===== src/rtl/evtic_pkg.sv =====
// Package: shared types and field widths of the interrupt controller.
package evtic_pkg;
    localparam int LVL_W = 4;
    localparam int GRP_W = 2;
    localparam int CH_W  = 3;
    localparam int KEY_W = LVL_W + GRP_W;

    typedef struct packed {
        logic [LVL_W-1:0] lvl;
        logic [GRP_W-1:0] grp;
        logic             en;
        logic             route;
        logic [CH_W-1:0]  chan;
    } src_cfg_t;

    typedef enum logic [1:0] {ST_IDLE, ST_VEC, ST_MOVE} svc_st_t;
endpackage


===== src/rtl/evtic_src_bank.sv =====
// Per-source request flags and control registers.
// Assumes source i sits at register address i. Data layout: [3:0] level,
// [5:4] group, [6] enable, [7] route, [10:8] channel, [14] flag value.
// Priority on the flag: software write, then event, then service clear.
module evtic_src_bank
    import evtic_pkg::*;
#(
    parameter int NSRC   = 28,
    parameter int REG_AW = 8,
    parameter int REG_DW = 16,
    localparam int IDX_W = $clog2(NSRC)
) (
    input  logic                     clk,
    input  logic                     rst_n,
    input  logic [NSRC-1:0]          evt_i,
    input  logic                     wr_en,
    input  logic [REG_AW-1:0]        wr_addr,
    input  logic [REG_DW-1:0]        wr_data,
    input  logic                     clr_en,
    input  logic [IDX_W-1:0]         clr_idx,
    output src_cfg_t [NSRC-1:0]      cfg_o,
    output logic [NSRC-1:0]          pend_o
);
    logic unused_bits;
    assign unused_bits = ^{wr_data[REG_DW-1:15], wr_data[13:11]};

    for (genvar i = 0; i < NSRC; i++) begin : g_src
        src_cfg_t cfg_q;
        logic     flag_q;
        logic     hit;

        assign hit = wr_en && (wr_addr == REG_AW'(i));

        // Load control fields and update the request flag.
        always_ff @(posedge clk) begin
            if (!rst_n) begin
                cfg_q  <= '0;
                flag_q <= 1'b0;
            end else if (hit) begin
                cfg_q  <= '{lvl: wr_data[3:0], grp: wr_data[5:4], en: wr_data[6],
                            route: wr_data[7], chan: wr_data[10:8]};
                flag_q <= wr_data[14];
            end else if (evt_i[i]) begin
                flag_q <= 1'b1;
            end else if (clr_en && clr_idx == IDX_W'(i)) begin
                flag_q <= 1'b0;
            end
        end

        assign cfg_o[i]  = cfg_q;
        assign pend_o[i] = flag_q && cfg_q.en;

        // an event without a competing write always leaves the flag set.
        p_evt_sets_flag_r2: assert property (@(posedge clk) disable iff (!rst_n)
            (evt_i[i] && !hit) |=> flag_q);
    end
endmodule


===== src/rtl/evtic_pick.sv =====
// Combinational winner selection among pending sources.
// Key = {level, group}; a strictly larger key replaces the current best,
// so among equal keys the lowest index is kept.
module evtic_pick
    import evtic_pkg::*;
#(
    parameter int NSRC   = 28,
    localparam int IDX_W = $clog2(NSRC)
) (
    input  logic [NSRC-1:0]             pend_i,
    input  logic [NSRC-1:0][KEY_W-1:0]  key_i,
    output logic                        win_vld,
    output logic [IDX_W-1:0]            win_idx,
    output logic [LVL_W-1:0]            win_lvl
);
    logic [KEY_W-1:0] best;

    // Linear scan for the highest key, lowest index on ties.
    always_comb begin
        win_vld = 1'b0;
        win_idx = '0;
        best    = '0;
        for (int i = 0; i < NSRC; i++) begin
            if (pend_i[i] && (!win_vld || key_i[i] > best)) begin
                win_vld = 1'b1;
                win_idx = IDX_W'(i);
                best    = key_i[i];
            end
        end
        win_lvl = best[KEY_W-1:GRP_W];
    end
endmodule


===== src/rtl/evtic_chan_bank.sv =====
// Transfer channel registers: source address, destination address, count.
// Channel c occupies CH_BASE+4c (source), +1 (destination), +2 (count).
// The count decrements by one on each completed move; a write wins.
module evtic_chan_bank
    import evtic_pkg::*;
#(
    parameter int REG_AW  = 8,
    parameter int REG_DW  = 16,
    parameter int AW      = 16,
    parameter int CNT_W   = 8,
    parameter int CH_BASE = 'h40,
    localparam int NCH    = 1 << CH_W
) (
    input  logic                           clk,
    input  logic                           rst_n,
    input  logic                           wr_en,
    input  logic [REG_AW-1:0]              wr_addr,
    input  logic [REG_DW-1:0]              wr_data,
    input  logic                           dec_en,
    input  logic [CH_W-1:0]                dec_ch,
    output logic [NCH-1:0][AW-1:0]         src_o,
    output logic [NCH-1:0][AW-1:0]         dst_o,
    output logic [NCH-1:0][CNT_W-1:0]      cnt_o
);
    for (genvar c = 0; c < NCH; c++) begin : g_ch
        logic [AW-1:0]    src_q, dst_q;
        logic [CNT_W-1:0] cnt_q;
        logic             hit_s, hit_d, hit_c, dec_me;

        assign hit_s  = wr_en && (wr_addr == REG_AW'(CH_BASE + 4*c));
        assign hit_d  = wr_en && (wr_addr == REG_AW'(CH_BASE + 4*c + 1));
        assign hit_c  = wr_en && (wr_addr == REG_AW'(CH_BASE + 4*c + 2));
        assign dec_me = dec_en && (dec_ch == CH_W'(c));

        // Address registers written by software only.
        always_ff @(posedge clk) begin
            if (!rst_n) begin
                src_q <= '0;
                dst_q <= '0;
            end else begin
                if (hit_s) src_q <= wr_data[AW-1:0];
                if (hit_d) dst_q <= wr_data[AW-1:0];
            end
        end

        // Transfer count: software load, hardware decrement.
        always_ff @(posedge clk) begin
            if (!rst_n)                     cnt_q <= '0;
            else if (hit_c)                 cnt_q <= wr_data[CNT_W-1:0];
            else if (dec_me && cnt_q != '0) cnt_q <= cnt_q - 1'b1;
        end

        assign src_o[c] = src_q;
        assign dst_o[c] = dst_q;
        assign cnt_o[c] = cnt_q;

        // a completed move takes exactly one off a nonzero count.
        p_cnt_dec_r10: assert property (@(posedge clk) disable iff (!rst_n)
            (dec_me && !hit_c && cnt_q != '0) |=> cnt_q == $past(cnt_q) - 1'b1);
    end
endmodule


===== src/rtl/evtic_top.sv =====
// Interrupt controller top: arbitration, acceptance against the CPU level,
// and the service sequencer choosing vectored or single-move service.
// Assumes irq_ack / mv_ack are only asserted while the matching request
// is high; one request is in service at a time.
module evtic_top
    import evtic_pkg::*;
#(
    parameter int NSRC     = 28,
    parameter int REG_AW   = 8,
    parameter int REG_DW   = 16,
    parameter int AW       = 16,
    parameter int CNT_W    = 8,
    parameter int VEC_W    = 16,
    parameter int VEC_BASE = 'h40,
    localparam int IDX_W   = $clog2(NSRC),
    localparam int NCH     = 1 << CH_W
) (
    input  logic                 clk,
    input  logic                 rst_n,
    input  logic [NSRC-1:0]      evt_i,
    input  logic                 cfg_we,
    input  logic [REG_AW-1:0]    cfg_addr,
    input  logic [REG_DW-1:0]    cfg_wdata,
    input  logic [LVL_W-1:0]     cpu_lvl,
    input  logic                 cpu_ien,
    output logic                 irq_req,
    output logic [VEC_W-1:0]     irq_vec,
    output logic [LVL_W-1:0]     irq_lvl,
    input  logic                 irq_ack,
    output logic                 mv_req,
    output logic [AW-1:0]        mv_src,
    output logic [AW-1:0]        mv_dst,
    input  logic                 mv_ack
);
    src_cfg_t [NSRC-1:0]         cfg_w;
    logic [NSRC-1:0]             pend_w;
    logic [NSRC-1:0][KEY_W-1:0]  key_w;
    logic [NCH-1:0][AW-1:0]      csrc_w, cdst_w;
    logic [NCH-1:0][CNT_W-1:0]   ccnt_w;
    logic                        win_vld, accept, use_move, clr_en, dec_en;
    logic [IDX_W-1:0]            win_idx;
    logic [LVL_W-1:0]            win_lvl;
    src_cfg_t                    win_cfg;

    svc_st_t          st_q;
    logic [IDX_W-1:0] cur_idx_q;
    logic [LVL_W-1:0] cur_lvl_q;
    logic [CH_W-1:0]  cur_ch_q;

    evtic_src_bank #(.NSRC(NSRC), .REG_AW(REG_AW), .REG_DW(REG_DW)) u_src (
        .clk, .rst_n, .evt_i,
        .wr_en(cfg_we), .wr_addr(cfg_addr), .wr_data(cfg_wdata),
        .clr_en, .clr_idx(cur_idx_q), .cfg_o(cfg_w), .pend_o(pend_w)
    );

    for (genvar i = 0; i < NSRC; i++) begin : g_key
        assign key_w[i] = {cfg_w[i].lvl, cfg_w[i].grp};
    end

    evtic_pick #(.NSRC(NSRC)) u_pick (
        .pend_i(pend_w), .key_i(key_w),
        .win_vld, .win_idx, .win_lvl
    );

    evtic_chan_bank #(.REG_AW(REG_AW), .REG_DW(REG_DW), .AW(AW), .CNT_W(CNT_W)) u_chan (
        .clk, .rst_n,
        .wr_en(cfg_we), .wr_addr(cfg_addr), .wr_data(cfg_wdata),
        .dec_en, .dec_ch(cur_ch_q),
        .src_o(csrc_w), .dst_o(cdst_w), .cnt_o(ccnt_w)
    );

    // Acceptance and service-path choice for the current winner.
    always_comb begin
        win_cfg  = cfg_w[win_idx];
        accept   = win_vld && cpu_ien && (win_lvl > cpu_lvl);
        use_move = win_cfg.route && (ccnt_w[win_cfg.chan] != '0);
        clr_en   = (st_q == ST_VEC && irq_ack) || (st_q == ST_MOVE && mv_ack);
        dec_en   = (st_q == ST_MOVE && mv_ack);
    end

    // Service sequencer: latch the accepted source and wait for its acknowledge.
    always_ff @(posedge clk) begin
        if (!rst_n) begin
            st_q      <= ST_IDLE;
            cur_idx_q <= '0;
            cur_lvl_q <= '0;
            cur_ch_q  <= '0;
        end else begin
            case (st_q)
                ST_IDLE: if (accept) begin
                    cur_idx_q <= win_idx;
                    cur_lvl_q <= win_lvl;
                    cur_ch_q  <= win_cfg.chan;
                    st_q      <= use_move ? ST_MOVE : ST_VEC;
                end
                ST_VEC:  if (irq_ack) st_q <= ST_IDLE;
                ST_MOVE: if (mv_ack)  st_q <= ST_IDLE;
                default: st_q <= ST_IDLE;
            endcase
        end
    end

    assign irq_req = (st_q == ST_VEC);
    assign mv_req  = (st_q == ST_MOVE);
    assign irq_vec = VEC_W'(VEC_BASE) + VEC_W'({cur_idx_q, 2'b00});
    assign irq_lvl = cur_lvl_q;
    assign mv_src  = csrc_w[cur_ch_q];
    assign mv_dst  = cdst_w[cur_ch_q];

    // a presented vector holds until acknowledged.
    p_vec_hold_r7: assert property (@(posedge clk) disable iff (!rst_n)
        (irq_req && !irq_ack) |=> (irq_req && $stable(irq_vec) && $stable(irq_lvl)));

    // the two service paths never overlap.
    p_excl_r12: assert property (@(posedge clk) disable iff (!rst_n)
        !(irq_req && mv_req));

    // any new service starts only above the CPU level with enable set.
    p_accept_r3: assert property (@(posedge clk) disable iff (!rst_n)
        ($rose(irq_req) || $rose(mv_req)) |-> ($past(cpu_ien) && irq_lvl > $past(cpu_lvl)));

    // a move request ends right after its acknowledge.
    p_move_end_r10: assert property (@(posedge clk) disable iff (!rst_n)
        (mv_req && mv_ack) |=> !mv_req);
endmodule


===== config.mk =====
export PLATFORM = sky130hd
export DESIGN_NAME = evtic_top
export DESIGN_NICKNAME = d
export VERILOG_FILES = /design/src/rtl/evtic_pkg.sv /design/src/rtl/evtic_src_bank.sv /design/src/rtl/evtic_pick.sv /design/src/rtl/evtic_chan_bank.sv /design/src/rtl/evtic_top.sv
export SDC_FILE = /design/constraint.sdc
export NUM_CORES = 2
export LEC_CHECK = 0
export BUFFER_PORTS_ARGS = -buffer_cell sky130_fd_sc_hd__buf_4
export CAP_MARGIN = 0
export CORE_ASPECT_RATIO = 1.4
export CORE_MARGIN = 5
export CORE_UTILIZATION = 45
export DETAILED_ROUTE_END_ITERATION = 6
export MAX_ROUTING_LAYER = met4
export PLACE_DENSITY_LB_ADDON = 0.1
export RECOVER_POWER = 100
export SYNTH_ARGS = -nofsm -noshare
export SYNTH_HDL_FRONTEND = slang
export SYNTH_SLANG_ARGS = --single-unit

===== constraint.sdc =====
create_clock -name clk -period 66 [get_ports clk]
set_input_delay 6.6 -clock clk [delete_from_list [all_inputs] [get_ports clk]]
set_output_delay 6.6 -clock clk [all_outputs]
set_load 0.05 [all_outputs]

==> impl_metrics.py <==
metrics = {
    "die": {
        "fp-row-count": 126,
        "dieArea_um2": 90700,
        "design.core.area_um2": 84200,
        "die_w_um": 256,
        "die_y_um": 354,
        "initial_utilization_pct": 45.3,
        "num_io_pins": 116,
    },
    "routing": {
        "routed_wl_um": 126000,
        "avgRoutedWirePerCell_um": 20.9,
        "ant_nets": 0,
        "vias": 34700,
        "top_layer_used": "met4",
        "routed-wl-met2_um": 65000,
        "wl_met1_um": 51400,
        "vias_per_cell": 5.75,
        "drtIter0Drc": 2660,
        "wl_met3_um": 5480,
        "route.detailed.drc": 0,
        "drt_first_pass_iters": 6,
    },
    "timing": {
        "setup_ws_ns": 8.39,
        "maxSlewViolCount": 757,
        "tns_ns": 0,
        "skew_ns": 0.0316,
        "fmax_ghz": 0.0174,
        "rsz0062_at_grt": "false",
        "setup_viol": 0,
        "max-slew-margin-rel_pct": -275,
        "finalCritPeriodShare_pct": 87.3,
        "hold_slack_ns": 0.450,
        "post-route-min-period_ns": 57.61,
        "worst_pin_slew_ns": 5.63,
        "hold_viol_final": 0,
    },
    "setup_path": {
        "slowest_stage": "o31ai_1",
        "max_stage_delay_ns": 1.01,
        "crit_path_start_kind": "flop",
        "critPathKind": "flop to flop",
        "cp-end-kind": "flop",
        "worstPathArrival_ns": 58.11,
        "cpMostUsedCell": "ha_1",
        "worstPathRequired_ns": 66.50,
        "cp_max_fo": 20,
    },
    "pwr": {
        "p_sw_uw": 199,
        "p_int_uw": 660,
        "power_density_nw_per_um2": 20.7,
        "p_leak_uw": 0.0145,
        "power_frac_clock_pct": 48.5,
        "swShare_pct": 23.2,
        "p_comb_share_pct": 4.1,
        "power_uw": 859,
        "ir_drop_mv": 0.0191,
        "p_seq_share_pct": 47.4,
    },
    "yosys": {
        "ys_async_sr_fraction_pct": 0,
        "avgSynthCellArea_um2": 7.61,
        "synth_common_cells": "1469 x nand2_1, 670 x dfxtp_1, 557 x a21oi_1, 299 x clkbuf_1, 255 x nor2_1",
        "synth.top_cell.area_share_pct": 35.2,
        "ys.warnings.count": 0,
        "synthTopCellsByArea": "dfxtp_1 35%, nand2_1 14%, a21oi_1 7.3%",
        "synth_flop_cell": "dfxtp_1",
        "synth_area_leader_cell": "dfxtp_1",
        "synth-edff-count": 0,
        "ys_types": 128,
        "ys_ff_latch": 670,
        "seq_area_frac_synth_pct": 35.2,
        "syn_area_um2": 38100,
        "synth_cells": 5005,
        "synth_most_common_cell": "nand2_1",
    },
    "clock_tree": {
        "post_cts_buffers": 0,
        "clk_pin_slew_worst_paths_ns": 0.06,
        "cts_buffer_depth": 3,
        "clockRootBuffer": "clkbuf_16",
        "cts-resized-gates": 0,
        "cts_buffers": 67,
        "clkLatencyLatePin_ns": 0.62,
        "cts_tree": "done",
        "h-tree-depth": 3,
        "clock-sinks": 670,
        "holdBufCountCts": 0,
    },
    "run_status": {
        "violations": "capacitance limit, slew limit",
        "outcome": "complete, but fails checks",
    },
    "global_route": {
        "antenna_found_initial": 2,
        "grt_pass1_vias": 33300,
        "gr-usage-all-layers_pct": 27.4,
        "grt_max_degree": 160,
        "globalRouteOverflowTotal": 0,
        "grt_first_pass_wirelength_um": 195000,
    },
    "run": {
        "maxCapViolCount": 9,
    },
    "cells_and_area": {
        "area_growth_pct": 8.75,
        "nets": 5090,
        "fin_util_pct": 49.2,
        "drive_above_1_share_pct": 8.65,
    },
    "placed_design": {
        "io_buffer_count": 105,
        "place_congestion": 0.940,
        "dp.final_hpwl_um": 85100,
        "pre_cts_slack_ns": 11.49,
    },
    "worst_hold_path": {
        "min_path_type": "flop to flop",
    },
}
-- power groups by stage --
| stage | registers, µW | logic [µW] | clock network (µW) |
|---|---|---|---|
| after global routing | 407 | 37.5 | 438 |
| after floorplan | 416 | 21.5 | 0 |
| final | 407 | 35.3 | 417 |
| after detailed placement | 416 | 34.3 | 0 |
| after CTS | 407 | 34.4 | 423 |
| after global placement | 416 | 34.3 | 0 |
-- final timing paths --
kind | endpoint | startpoint | slack, ns | depth (start not counted)
min reg2reg | u_chan.g_ch[7].dst_q[13] | u_chan.g_ch[7].dst_q[13] | 0.45 | 2
max | st_q[0] | u_src.g_src[0].flag_q | 8.39 | 233
max reg2reg | st_q[0] | u_src.g_src[0].flag_q | 8.39 | 233
min | u_chan.g_ch[7].dst_q[13] | u_chan.g_ch[7].dst_q[13] | 0.45 | 2
-- cells by family (layout without fill, tap and decap cells) --
group | Yosys count | count (layout) | synth area share, %
xor+xnor | 59 | 59 | 1.38
mux | 196 | 196 | 7.61
compound gates | 1287 | 1287 | 22.0
other cells | 1 | 12 | 0.00984
buf+inv | 514 | 439 | 5.29
flops | 670 | 670 | 35.2
fa+ha+maj | 143 | 143 | 4.68
simple gates | 2135 | 2135 | 23.9
-- stage by stage --
step	std cells	cell area, µm²
6_report	6029	41400
5_1_grt	6029	41400
4_1_cts	6027	41600
3_5_place_dp	5906	39300
3_3_place_gp	5906	39300
2_1_floorplan	5014	38100
-- layout by cell type (no fill, tap or decap), types with 71 or more instances in the layout --
cell	instances
dfxtp_1	668
inv_1	175
o21ai_0	163
clkbuf_16	71
nand2_1	1469
a21boi_0	160
nand3_1	88
ha_1	141
nor2_1	250
a21oi_1	557
buf_4	94
-- critical path, delay by kind of cell, from the launching register on --
| kind | cells | cell delay [ns] |
|---|---|---|
| compound gates | 104 | 29.37 |
| fa+ha+maj | 28 | 7.98 |
| buf+inv | 12 | 0.82 |
| flops | 1 | 0.37 |
| mux | 19 | 5.94 |
| simple gates | 70 | 12.97 |
-- layer usage --
metal / track usage (%) / vias to the layer above
li1: - / 17000
met1: 31.6 / 16500
met2: 49.9 / 873
met3: 2.58 / 228
met4: 9.18 / 0
met5: - / -
-- registers in the layout, summed over array words and instances, names as in the netlist --
| register | cells |
|---|---|
| u_chan.g_ch.cnt_q | 64 |
| cur_idx_q | 5 |
| st_q | 2 |
| u_chan.g_ch.dst_q | 128 |
| irq_lvl | 4 |
| u_chan.g_ch.src_q | 128 |
| u_src.cfg_o | 308 |
| cur_ch_q | 3 |
| u_src.g_src.flag_q | 28 |
-- final cells by class --
cell class,count,area [µm²]
clock buffers,98,2030
clock inverters,23,333
flip-flops and latches,670,13400
diodes,2,5.00
multi-input cells,3830,22700
repair buffers,142,890
inverters,176,662
fillers,8446,42800
well taps,1088,1360
Power figures use the tool's default switching activity.
